--- config.mk ---
export PLATFORM = sky130hd
export DESIGN_NAME = capcom_array
export DESIGN_NICKNAME = d
export VERILOG_FILES = /design/src/rtl/capcom_pkg.sv /design/src/rtl/capcom_prescaler.sv /design/src/rtl/capcom_sync.sv /design/src/rtl/capcom_timer.sv /design/src/rtl/capcom_channel.sv /design/src/rtl/capcom_array.sv
export SDC_FILE = /design/constraint.sdc
export NUM_CORES = 1
export LEC_CHECK = 0
export CAP_MARGIN = 20
export CELL_PAD_IN_SITES_DETAIL_PLACEMENT = 1
export CELL_PAD_IN_SITES_GLOBAL_PLACEMENT = 1
export CORE_MARGIN = 2
export CORE_UTILIZATION = 48
export DETAILED_ROUTE_END_ITERATION = 8
export GPL_TIMING_DRIVEN = 0
export PLACE_DENSITY = 0.87
export SLEW_MARGIN = 20
export SYNTH_ARGS = -nofsm -noshare
export SYNTH_HDL_FRONTEND = slang
export SYNTH_SLANG_ARGS = --single-unit
--- constraint.sdc ---
create_clock -name clk -period 7.4 [get_ports clk]
set_input_delay 1.48 -clock clk [delete_from_list [all_inputs] [get_ports clk]]
set_output_delay 1.48 -clock clk [all_outputs]
set_load 0.02 [all_outputs]
--- src/rtl/capcom_pkg.sv ---
package capcom_pkg;
  typedef enum logic [2:0] {
    M_OFF    = 3'd0,
    M_CAPT   = 3'd1,
    M_EVERY  = 3'd2,
    M_TOGGLE = 3'd3,
    M_ONCE   = 3'd4,
    M_SETCLR = 3'd5,
    M_DOUBLE = 3'd6,
    M_RSVD   = 3'd7
  } ch_mode_e;

  typedef struct packed {
    logic [1:0] edge_sel;
    logic       tsel;
    ch_mode_e   mode;
  } ch_cfg_t;

  localparam int CFG_W = $bits(ch_cfg_t);
endpackage

--- src/rtl/capcom_prescaler.sv ---
module capcom_prescaler #(
  parameter int NTAP     = 4,
  parameter int BASE_LOG = 3,
  parameter int PW       = BASE_LOG + NTAP - 1
) (
  input  logic            clk,
  input  logic            rst_n,
  output logic [NTAP-1:0] tap
);
  logic [PW-1:0] q;

  always_ff @(posedge clk or negedge rst_n) begin
    if (!rst_n) q <= '0;
    else        q <= q + PW'(1);
  end

  // tap k fires once every 2^(BASE_LOG+k) cycles
  for (genvar k = 0; k < NTAP; k++) begin : g_tap
    assign tap[k] = &q[BASE_LOG-1+k:0];
  end
endmodule

--- src/rtl/capcom_sync.sv ---
module capcom_sync #(
  parameter int W = 1
) (
  input  logic         clk,
  input  logic         rst_n,
  input  logic [W-1:0] din,
  output logic [W-1:0] now,
  output logic [W-1:0] was
);
  logic [W-1:0] meta;

  always_ff @(posedge clk or negedge rst_n) begin
    if (!rst_n) begin
      meta <= '0;
      now  <= '0;
      was  <= '0;
    end else begin
      meta <= din;
      now  <= meta;
      was  <= now;
    end
  end
endmodule

--- src/rtl/capcom_timer.sv ---
module capcom_timer #(
  parameter int TW      = 16,
  parameter int NTAP    = 4,
  parameter bit HAS_EXT = 1'b1
) (
  input  logic            clk,
  input  logic            rst_n,
  input  logic [NTAP-1:0] tap,
  input  logic            strobe,
  input  logic            ext_rise,
  input  logic            ctl_wr,
  input  logic            cnt_wr,
  input  logic            rel_wr,
  input  logic [TW-1:0]   wdata,
  output logic [TW-1:0]   cnt,
  output logic [TW-1:0]   rel,
  output logic            adv,
  output logic            ovf
);
  localparam logic [2:0] SRC_STROBE = 3'(NTAP);
  localparam logic [2:0] SRC_EXT    = 3'(NTAP + 1);

  logic       run_q;
  logic [2:0] src_q;
  logic       tick;
  logic       wrap;

  always_comb begin
    tick = 1'b0;
    for (int k = 0; k < NTAP; k++) begin
      if (src_q == 3'(k)) tick = tap[k];
    end
    if (src_q == SRC_STROBE) tick = strobe;
    if (src_q == SRC_EXT)    tick = ext_rise & HAS_EXT;
    tick = tick & run_q;
  end

  assign wrap = (cnt == '1);

  always_ff @(posedge clk or negedge rst_n) begin
    if (!rst_n) begin
      run_q <= 1'b0;
      src_q <= '0;
      cnt   <= '0;
      rel   <= '0;
      adv   <= 1'b0;
      ovf   <= 1'b0;
    end else begin
      if (ctl_wr) begin
        run_q <= wdata[0];
        src_q <= wdata[3:1];
      end
      if (rel_wr) rel <= wdata;
      adv <= 1'b0;
      ovf <= 1'b0;
      if (cnt_wr) begin
        cnt <= wdata;
      end else if (tick) begin
        adv <= 1'b1;
        if (wrap) begin
          cnt <= rel;
          ovf <= 1'b1;
        end else begin
          cnt <= cnt + TW'(1);
        end
      end
    end
  end
endmodule

--- src/rtl/capcom_channel.sv ---
module capcom_channel
  import capcom_pkg::*;
#(
  parameter int TW = 16
) (
  input  logic          clk,
  input  logic          rst_n,
  input  logic          cfg_wr,
  input  logic          val_wr,
  input  logic [TW-1:0] wdata,
  input  logic [TW-1:0] cnt0,
  input  logic [TW-1:0] cnt1,
  input  logic          adv0,
  input  logic          adv1,
  input  logic          ovf0,
  input  logic          ovf1,
  input  logic          pin_rise,
  input  logic          pin_fall,
  input  logic          partner_hit,
  input  logic          flag_clr,
  output logic [TW-1:0] val,
  output logic          hit,
  output logic          flag,
  output logic          pin_out,
  output logic          pin_oe,
  output logic          set_ev,
  output logic          tog_ev
);
  ch_cfg_t       cfg_q;
  logic          armed_q;
  logic [TW-1:0] cnt_s;
  logic          adv_s, ovf_s;
  logic          is_cmp, one_shot, armed_eff, once, cap;

  assign cnt_s = cfg_q.tsel ? cnt1 : cnt0;
  assign adv_s = cfg_q.tsel ? adv1 : adv0;
  assign ovf_s = cfg_q.tsel ? ovf1 : ovf0;

  always_comb begin
    is_cmp   = cfg_q.mode inside {M_EVERY, M_TOGGLE, M_ONCE, M_SETCLR, M_DOUBLE};
    one_shot = cfg_q.mode inside {M_ONCE, M_SETCLR};
  end

  assign hit       = is_cmp & adv_s & (cnt_s == val);
  assign armed_eff = armed_q | ovf_s;
  assign once      = hit & armed_eff;
  assign cap       = (cfg_q.mode == M_CAPT) &
                     ((cfg_q.edge_sel[0] & pin_rise) | (cfg_q.edge_sel[1] & pin_fall));
  assign pin_oe    = is_cmp;

  always_comb begin
    unique case (cfg_q.mode)
      M_CAPT:                      set_ev = cap;
      M_EVERY, M_TOGGLE, M_DOUBLE: set_ev = hit;
      M_ONCE, M_SETCLR:            set_ev = once;
      default:                     set_ev = 1'b0;
    endcase
    tog_ev = ((cfg_q.mode == M_TOGGLE) & hit) |
             ((cfg_q.mode == M_DOUBLE) & (hit | partner_hit));
  end

  always_ff @(posedge clk or negedge rst_n) begin
    if (!rst_n) begin
      cfg_q   <= '{edge_sel: 2'b00, tsel: 1'b0, mode: M_OFF};
      armed_q <= 1'b1;
      val     <= '0;
      flag    <= 1'b0;
      pin_out <= 1'b0;
    end else begin
      if (cfg_wr) cfg_q <= ch_cfg_t'(wdata[CFG_W-1:0]);

      if (cfg_wr)                armed_q <= 1'b1;
      else if (one_shot && once) armed_q <= 1'b0;
      else                       armed_q <= armed_eff;

      if (cap)         val <= cnt_s;
      else if (val_wr) val <= wdata;

      flag <= set_ev | (flag & ~flag_clr);

      if (tog_ev)                                   pin_out <= ~pin_out;
      else if ((cfg_q.mode == M_SETCLR) && once)    pin_out <= 1'b1;
      else if ((cfg_q.mode == M_SETCLR) && ovf_s)   pin_out <= 1'b0;
    end
  end
endmodule

--- src/rtl/capcom_array.sv ---
module capcom_array
  import capcom_pkg::*;
#(
  parameter int NCH  = 16,
  parameter int TW   = 16,
  parameter int NTAP = 4,
  parameter int AW   = $clog2(2 * NCH + 7)
) (
  input  logic              clk,
  input  logic              rst_n,
  input  logic              wr_valid,
  output logic              wr_ready,
  input  logic [AW-1:0]     wr_addr,
  input  logic [TW-1:0]     wr_data,
  input  logic              ext_ovf_strobe,
  input  logic              t0_count_in,
  input  logic [NCH-1:0]    cc_pin_in,
  output logic [NCH-1:0]    cc_pin_out,
  output logic [NCH-1:0]    cc_pin_oe,
  output logic [NCH-1:0]    irq_flag,
  output logic [NCH*TW-1:0] chan_val,
  output logic [2*TW-1:0]   tmr_val
);
  localparam int TMR_BASE = 2 * NCH;
  localparam int CTL_BASE = 2 * NCH + 4;
  localparam logic [AW-1:0] A_CLR = AW'(2 * NCH + 6);
  localparam int HALF = NCH / 2;

  logic [NTAP-1:0] taps;
  logic [NCH-1:0]  pin_now, pin_was, pin_rise, pin_fall;
  logic            cin_now, cin_was, cin_rise;
  logic [TW-1:0]   tcnt [2];
  logic [TW-1:0]   trel [2];
  logic            tadv [2];
  logic            tovf [2];
  logic [NCH-1:0]  hit_vec, set_vec, tog_vec, clr_mask;
  logic            t0_ovf;
  logic [TW-1:0]   t0_cnt, t0_rel;

  assign wr_ready = 1'b1;
  assign clr_mask = (wr_valid && wr_addr == A_CLR) ? NCH'(wr_data) : '0;

  capcom_prescaler #(.NTAP(NTAP)) u_presc (
    .clk(clk), .rst_n(rst_n), .tap(taps)
  );

  capcom_sync #(.W(NCH)) u_pin_sync (
    .clk(clk), .rst_n(rst_n), .din(cc_pin_in), .now(pin_now), .was(pin_was)
  );
  capcom_sync #(.W(1)) u_cnt_sync (
    .clk(clk), .rst_n(rst_n), .din(t0_count_in), .now(cin_now), .was(cin_was)
  );

  assign pin_rise = pin_now & ~pin_was;
  assign pin_fall = ~pin_now & pin_was;
  assign cin_rise = cin_now & ~cin_was;

  for (genvar t = 0; t < 2; t++) begin : g_tmr
    capcom_timer #(.TW(TW), .NTAP(NTAP), .HAS_EXT(t == 0)) u_tmr (
      .clk     (clk),
      .rst_n   (rst_n),
      .tap     (taps),
      .strobe  (ext_ovf_strobe),
      .ext_rise(cin_rise),
      .ctl_wr  (wr_valid && wr_addr == AW'(CTL_BASE + t)),
      .cnt_wr  (wr_valid && wr_addr == AW'(TMR_BASE + 2 * t)),
      .rel_wr  (wr_valid && wr_addr == AW'(TMR_BASE + 2 * t + 1)),
      .wdata   (wr_data),
      .cnt     (tcnt[t]),
      .rel     (trel[t]),
      .adv     (tadv[t]),
      .ovf     (tovf[t])
    );
  end

  assign tmr_val = {tcnt[1], tcnt[0]};
  assign t0_ovf  = tovf[0];
  assign t0_cnt  = tcnt[0];
  assign t0_rel  = trel[0];

  for (genvar i = 0; i < NCH; i++) begin : g_ch
    logic partner;
    if (i < HALF) begin : g_pair
      assign partner = hit_vec[i + HALF];
    end else begin : g_solo
      assign partner = 1'b0;
    end

    capcom_channel #(.TW(TW)) u_ch (
      .clk        (clk),
      .rst_n      (rst_n),
      .cfg_wr     (wr_valid && wr_addr == AW'(NCH + i)),
      .val_wr     (wr_valid && wr_addr == AW'(i)),
      .wdata      (wr_data),
      .cnt0       (tcnt[0]),
      .cnt1       (tcnt[1]),
      .adv0       (tadv[0]),
      .adv1       (tadv[1]),
      .ovf0       (tovf[0]),
      .ovf1       (tovf[1]),
      .pin_rise   (pin_rise[i]),
      .pin_fall   (pin_fall[i]),
      .partner_hit(partner),
      .flag_clr   (clr_mask[i]),
      .val        (chan_val[i*TW +: TW]),
      .hit        (hit_vec[i]),
      .flag       (irq_flag[i]),
      .pin_out    (cc_pin_out[i]),
      .pin_oe     (cc_pin_oe[i]),
      .set_ev     (set_vec[i]),
      .tog_ev     (tog_vec[i])
    );
  end
endmodule

---- Word-level counts from Yosys, hierarchy flattened ----
Cells that the tools add are included.
W data, S select, Z words.
storage, ports and cells
  output and inout port bits .............. 337
  input bits .............................. 43
  register bits ........................... 533
operators by class
  mux-type cells .......................... 205
  reduce and logical (&&, ||, !) cells .... 192
  bitwise operators ....................... 256
  equality and inequality tests ........... 162
  add/subtract/negate cells ............... 3
operators by type and width
  operator                 number
  $mux W16                 55
  $eq A16 B16 Y1           16
  $eq A3 B3 Y1 const B     52
  $and A1 B1 Y1            147
  $mux W1                  134
  $eq A3 B2 Y1 const B     36
  $eq A6 B5 Y1 const B     16
  $logic_and A1 B1 Y1      87
  $reduce_bool A5 Y1       16
  $or A1 B1 Y1             72
  $reduce_bool A2 Y1       34
  $eq A3 B1 Y1 const B     18
  $eq A6 B4 Y1 const B     8
  $pmux W1 S3              16
  $reduce_bool A3 Y1       16
  $reduce_or A3 Y1         16
  $eq A6 B6 Y1 const B     7
  $not A1 Y1               33
  $add A16 B1 Y16 const B  2
  $and A16 B16 Y16         2
  $eq A16 B16 Y1 const B   2
  $not A16 Y16             2
  $reduce_or A2 Y1         16
  $eq A6 B3 Y1 const B     4
  9 further kinds          11

---- Depth between registers and ports, before layout ----
  depth in word-level cells ............... 10
  mapped depth ............................ 14
  gate-level depth less buffers ........... 12

---- Hierarchy ----
From an unflattened synthesis, not the netlist that was laid out.
unflattened totals
  cell total of the unflattened synthesis .. 3566
  area total of the unflattened synthesis .. 34302.9 um^2
by module, submodules not included
  module                          cells each  times used  area an instance (um^2)
  capcom_channel                  186         16          1739.2
  capcom_timer at g_tmr[1].u_tmr  200         1           2134.5
  capcom_timer at g_tmr[0].u_tmr  194         1           2053.2
  capcom_sync at u_pin_sync       48          1           1201.2
  capcom_array                    128         1           774.5
  capcom_prescaler                17          1           237.7
  capcom_sync at u_cnt_sync       3           1           75.1

---- Least setup slack after synthesis ----
No wires, ideal clock.
  kind .................................... input -> register
  from .................................... input wr_addr[0]
  to ...................................... register g_ch[0].u_ch.val[10]
  data arrival time ....................... 3040 ps
  cell stages on the path ................. 7
  data required time ...................... 7263 ps
  slack ................................... 4223 ps
  cell sequence ........................... clkbuf_1 -> nor4_1 -> nand2_1 -> clkbuf_1 -> mux2_2 -> nor2_1 -> a21oi_1
between the ends
  longest elaborated chain between the ends .. 3
ends and longest elaborated chain
  item                                 RTL line              source
  start: declaration                   capcom_array.sv:13    input logic [AW-1:0] wr_addr,
  $logic_not A6 Y1                     capcom_array.sv:93    .val_wr (wr_valid && wr_addr == AW'(i)),
  $logic_and A1 B1 Y1                  capcom_array.sv:93
  $reduce_bool A2 Y1 (no source line)  -
  end signal: assignment               capcom_channel.sv:76  if (cap) val <= cnt_s;
  end signal: assignment               capcom_channel.sv:77  else if (val_wr) val <= wdata;
  end: declaration                     capcom_channel.sv:21  output logic [TW-1:0] val,
No other way between the ends.
A chain may end at the register's enable or synchronous reset.

---- Worst setup path in the final report ----
  from .................................... input wr_addr[1]
  to ...................................... register g_ch[3].u_ch.val[14]
between the ends
  longest elaborated chain between the ends .. 3
ends and longest elaborated chain
  item                                 RTL line
  $eq A6 B2 Y1                         capcom_array.sv:93
  $logic_and A1 B1 Y1                  capcom_array.sv:93
  $reduce_bool A2 Y1 (no source line)  -
  end signal: assignment               capcom_channel.sv:76
  end signal: assignment               capcom_channel.sv:77
  end: declaration                     capcom_channel.sv:21
No other way between the ends.

==> qor.txt <==
====================================================================================
Outcome                                                                 complete, no violations
Req. time, crit path                                                         7.91 ns
Weighted congestion at the end of routability-driven global placement          0.995
Main flop type after synthesis                                          sky130_fd_sc_hd__dfrtp_1
Number of iterations in the first detailed-routing pass                            6
Max Root-Sink Buffers                                                              3
Area Growth Syn to Fin                                                         22.3%
Post-synthesis instance area                                             0.0318 mm^2
Footprint of the multi-input gates                                       0.0168 mm^2
Number of failing setup endpoints in the final timing report                       0
Fraction of final layout cells with drive strength greater than 1              16.8%
Drt total wl                                                                  155 mm
Buffer type at the clock tree root                                      sky130_fd_sc_hd__clkbuf_16
Count of clock tree sinks                                                        533
Clock-pin slew on the worst setup and hold paths                             0.06 ns
Initial antenna violation count                                                   21
Setup repair after global routing missed its margin                            false
H-tree depth                                                                       2
Asr flop ratio synth                                                            100%
Kind of end point of the critical path                                          flop
Die outline area                                                         0.0683 mm^2
Filler cell count in the final layout                                           7272
Leakage power summed over all cells                                          16.2 nW
Total of warnings raised by yosys                                                  0
Register bit total from synthesis                                                533
Detail Route Antenna Nets                                                          0
Number of primary I/O pins                                                       380
Number of DRC violations after detailed routing                                    0
Final min period                                                             4.51 ns
Initial cell density of the core                                               48.4%
Number of instances in the synthesized netlist                                  3242
Setup WS pre-CTS                                                             2.35 ns
Placed wire-length estimate after detailed placement                          105 mm
Crit path DAT                                                                5.03 ns
Slew at the pin with the worst max-slew slack                                1.39 ns
Wire length of the first global-routing pass                                  220 mm
Placed Instance Area                                                     0.0368 mm^2
Critical Path Fanout Max                                                          10
TritonCTS Buffers                                                                 60
Insertion delay of the later-clocked pin in the worst-skew pair              0.68 ns
Kind of critical path                                                         in2reg
Synthesized area per cell                                                  9.81 um^2
Sum of internal, switching and leakage power                                 14.4 mW
Post-route setup TNS                                                            0 ns
Power Dens Cells                                                         371 mW/mm^2
Fmax                                                                         222 MHz
Resized Gates After CTS                                                            0
Final Max Slew Viols                                                               0
Sequential fraction of the synthesis area                                      42.0%
CTS Hold Bufs                                                                      0
Pin count of the biggest net entering global routing                              94
Overall global routing resource usage                                          44.6%
Number of port buffers                                                           372
Final clock skew                                                           0.0353 ns
Number of global-route vias before repair                                      31600
Total overflow reported by the global router                                       0
DIE WIDTH                                                                     261 um
Final Hold Fails                                                                   0
Peak supply drop                                                            0.215 mV
Net count after synthesis                                                       3291
Synth cell types                                                                  71
Total via count in the routed design                                           31100
Count of flip-flops with a built-in enable after synthesis                         0
Max-Cap Viols                                                                      0
Final hold slack                                                            0.348 ns
Average via count per standard cell                                             6.74
Post-route cell area                                                     0.0389 mm^2
Startpoint kind of the worst setup timing path                            input port
Core ar.                                                                 0.0656 mm^2
Share of the clock period used by the worst path after layout                  61.0%
Number of nets in the layout                                                    3733
Violation count after the first detailed-routing iteration                      4250
Site Rows                                                                         94
Sequential cell area                                                     0.0134 mm^2
Max-slew headroom at the worst pin                                             7.10%
Setup Fix Bufs, Post-CTS                                                           0
Minimum setup slack in the final design                                      2.89 ns
Kind of path behind the tightest hold check                                  reg2reg
Routed WL per cell                                                           33.7 um
Chip height                                                                   261 um
TritonCTS clock tree                                                             yes
====================================================================================
[through the flow]
| step | cells | util [%] |
|---|---|---|
| after floorplan | 3242 | - |
| after global placement | 4478 | 55.8 |
| after detailed placement | 4486 | 56.1 |
| after CTS | 4597 | 59.1 |
| after global routing | 4597 | 59.2 |
| final | 4614 | 59.2 |
[layout make-up]
class / instances / area share (%)
Multi-Input combinational cell: 2352 / 43.1
Clock buffer: 95 / 4.72
Tap cell: 864 / 2.78
Antenna cell: 17 / 0.109
Timing Repair Buffer: 380 / 10.1
Inverter: 33 / 0.319
Clock inverter: 16 / 0.370
Buffer: 324 / 4.15
Sequential cell: 533 / 34.4
[sequential cells by signal (all words and copies together), names as in the netlist, 32 cells and up]
name / cells
g_tmr.u_tmr.cnt: 32
g_ch.u_ch.val: 256
g_tmr.u_tmr.rel: 32
g_ch.u_ch.cfg_q: 96
[power by group]
group          internal (mW)  switching (mW)
clock network           1.76            1.37
logic                   2.77            3.85
registers               3.64            1.02
total                   8.17            6.24
[cells in the final DEF, fill, tap and decap left out, types with 10 or more instances in the layout]
cell,instances
sky130_fd_sc_hd__buf_4,52
sky130_fd_sc_hd__nor4_1,28
sky130_fd_sc_hd__buf_1,11
sky130_fd_sc_hd__a211oi_1,86
sky130_fd_sc_hd__a221o_1,10
sky130_fd_sc_hd__dfstp_2,16
sky130_fd_sc_hd__nand3b_1,26
sky130_fd_sc_hd__inv_1,33
sky130_fd_sc_hd__o21ai_0,117
sky130_fd_sc_hd__diode_2,17
sky130_fd_sc_hd__nor2b_1,107
sky130_fd_sc_hd__o211ai_1,17
sky130_fd_sc_hd__a21oi_1,310
sky130_fd_sc_hd__a31oi_1,14
sky130_fd_sc_hd__clkbuf_16,62
sky130_fd_sc_hd__clkbuf_2,31
sky130_fd_sc_hd__clkdlybuf4s50_1,371
sky130_fd_sc_hd__nand4_1,28
sky130_fd_sc_hd__nand2_1,204
sky130_fd_sc_hd__nor3_1,35
sky130_fd_sc_hd__clkinv_2,12
sky130_fd_sc_hd__dfrtp_1,517
sky130_fd_sc_hd__clkbuf_8,16
sky130_fd_sc_hd__buf_6,11
sky130_fd_sc_hd__and3_1,29
sky130_fd_sc_hd__nand3_1,58
sky130_fd_sc_hd__clkbuf_1,168
sky130_fd_sc_hd__nor2_1,271
sky130_fd_sc_hd__mux2_2,319
sky130_fd_sc_hd__mux2i_1,273
sky130_fd_sc_hd__nand2b_1,23
sky130_fd_sc_hd__xnor2_1,156
sky130_fd_sc_hd__xor2_1,99
sky130_fd_sc_hd__buf_2,70
[path summary, 6_finish.rpt]
| path | slack [ns] | endpoint | depth (start not counted) | startpoint |
|---|---|---|---|---|
| hold / removal | 0.35 | u_pin_sync.now[6]$_DFF_PN0_ | 0 | u_pin_sync.meta[6]$_DFF_PN0_ |
| setup reg to reg | 3.00 | g_ch[0].u_ch.pin_out$_DFFE_PN0P_ | 9 | g_tmr[1].u_tmr.cnt[12]$_DFFE_PN0P_ |
| max in group asynchronous | 5.03 | g_ch[15].u_ch.armed_q$_DFF_PN1_ | 4 | rst_n |
| setup / recovery | 2.89 | g_ch[3].u_ch.val[14]$_DFFE_PN0P_ | 9 | wr_addr[1] |
| hold reg to reg | 0.35 | u_pin_sync.now[6]$_DFF_PN0_ | 0 | u_pin_sync.meta[6]$_DFF_PN0_ |
| min in group asynchronous | 0.74 | g_ch[1].u_ch.val[10]$_DFFE_PN0P_ | 1 | rst_n |
[cells in the mapped netlist, types with 14 or more instances]
library cell | number | area (um^2)
sky130_fd_sc_hd__nand2_1 | 204 | 766
sky130_fd_sc_hd__clkbuf_1 | 182 | 683
sky130_fd_sc_hd__inv_1 | 33 | 124
sky130_fd_sc_hd__a211oi_1 | 86 | 646
sky130_fd_sc_hd__o21ai_0 | 117 | 586
sky130_fd_sc_hd__nand4_1 | 28 | 175
sky130_fd_sc_hd__a21oi_1 | 310 | 1550
sky130_fd_sc_hd__nor4_1 | 28 | 175
sky130_fd_sc_hd__mux2i_1 | 273 | 2730
sky130_fd_sc_hd__xnor2_1 | 156 | 1370
sky130_fd_sc_hd__nor2_1 | 271 | 1020
sky130_fd_sc_hd__buf_2 | 69 | 345
sky130_fd_sc_hd__nand2b_1 | 23 | 144
sky130_fd_sc_hd__and3_1 | 29 | 181
sky130_fd_sc_hd__buf_4 | 52 | 390
sky130_fd_sc_hd__mux2_2 | 319 | 3590
sky130_fd_sc_hd__nor3_1 | 36 | 180
sky130_fd_sc_hd__dfrtp_1 | 517 | 12900
sky130_fd_sc_hd__dfstp_2 | 16 | 420
sky130_fd_sc_hd__xor2_1 | 99 | 867
sky130_fd_sc_hd__a31oi_1 | 14 | 87.6
sky130_fd_sc_hd__nor2b_1 | 107 | 669
sky130_fd_sc_hd__nand3_1 | 58 | 290
sky130_fd_sc_hd__nand3b_1 | 26 | 195
sky130_fd_sc_hd__o211ai_1 | 17 | 128
[critical path: stages]
cell                              delay, ns
sky130_fd_sc_hd__clkdlybuf4s50_1       0.57
sky130_fd_sc_hd__clkbuf_1              0.49
sky130_fd_sc_hd__nand2_1               0.27
sky130_fd_sc_hd__nor3_1                0.73
sky130_fd_sc_hd__nand2_1               0.50
sky130_fd_sc_hd__clkbuf_1              0.42
sky130_fd_sc_hd__mux2_2                0.37
sky130_fd_sc_hd__nor2_1                0.10
sky130_fd_sc_hd__a21oi_1               0.08
[kinds of logic (layout without fill, tap and decap cells)]
group	Yosys count	count (layout)	synth area share, %
AND/OR/NAND/NOR	872	872	13.8
AO/OA/AOI/OAI	622	622	11.5
multiplexers	596	596	20.1
flip-flops	533	533	42.0
buffers and inverters	357	848	5.34
XOR/XNOR	255	255	7.03
adder cells (fa/ha/maj)	6	6	0.236
other	1	18	0.0118
[layer usage]
metal  track usage (%)  wire [um]  up-vias
li1                  -          -    12300
met1              54.5      55600    15500
met2              65.4      66600     2498
met3              14.1      19000      830
met4              34.9      14100       16
met5                 0        116        -
No activity file was read; power rests on OpenSTA's default activity.
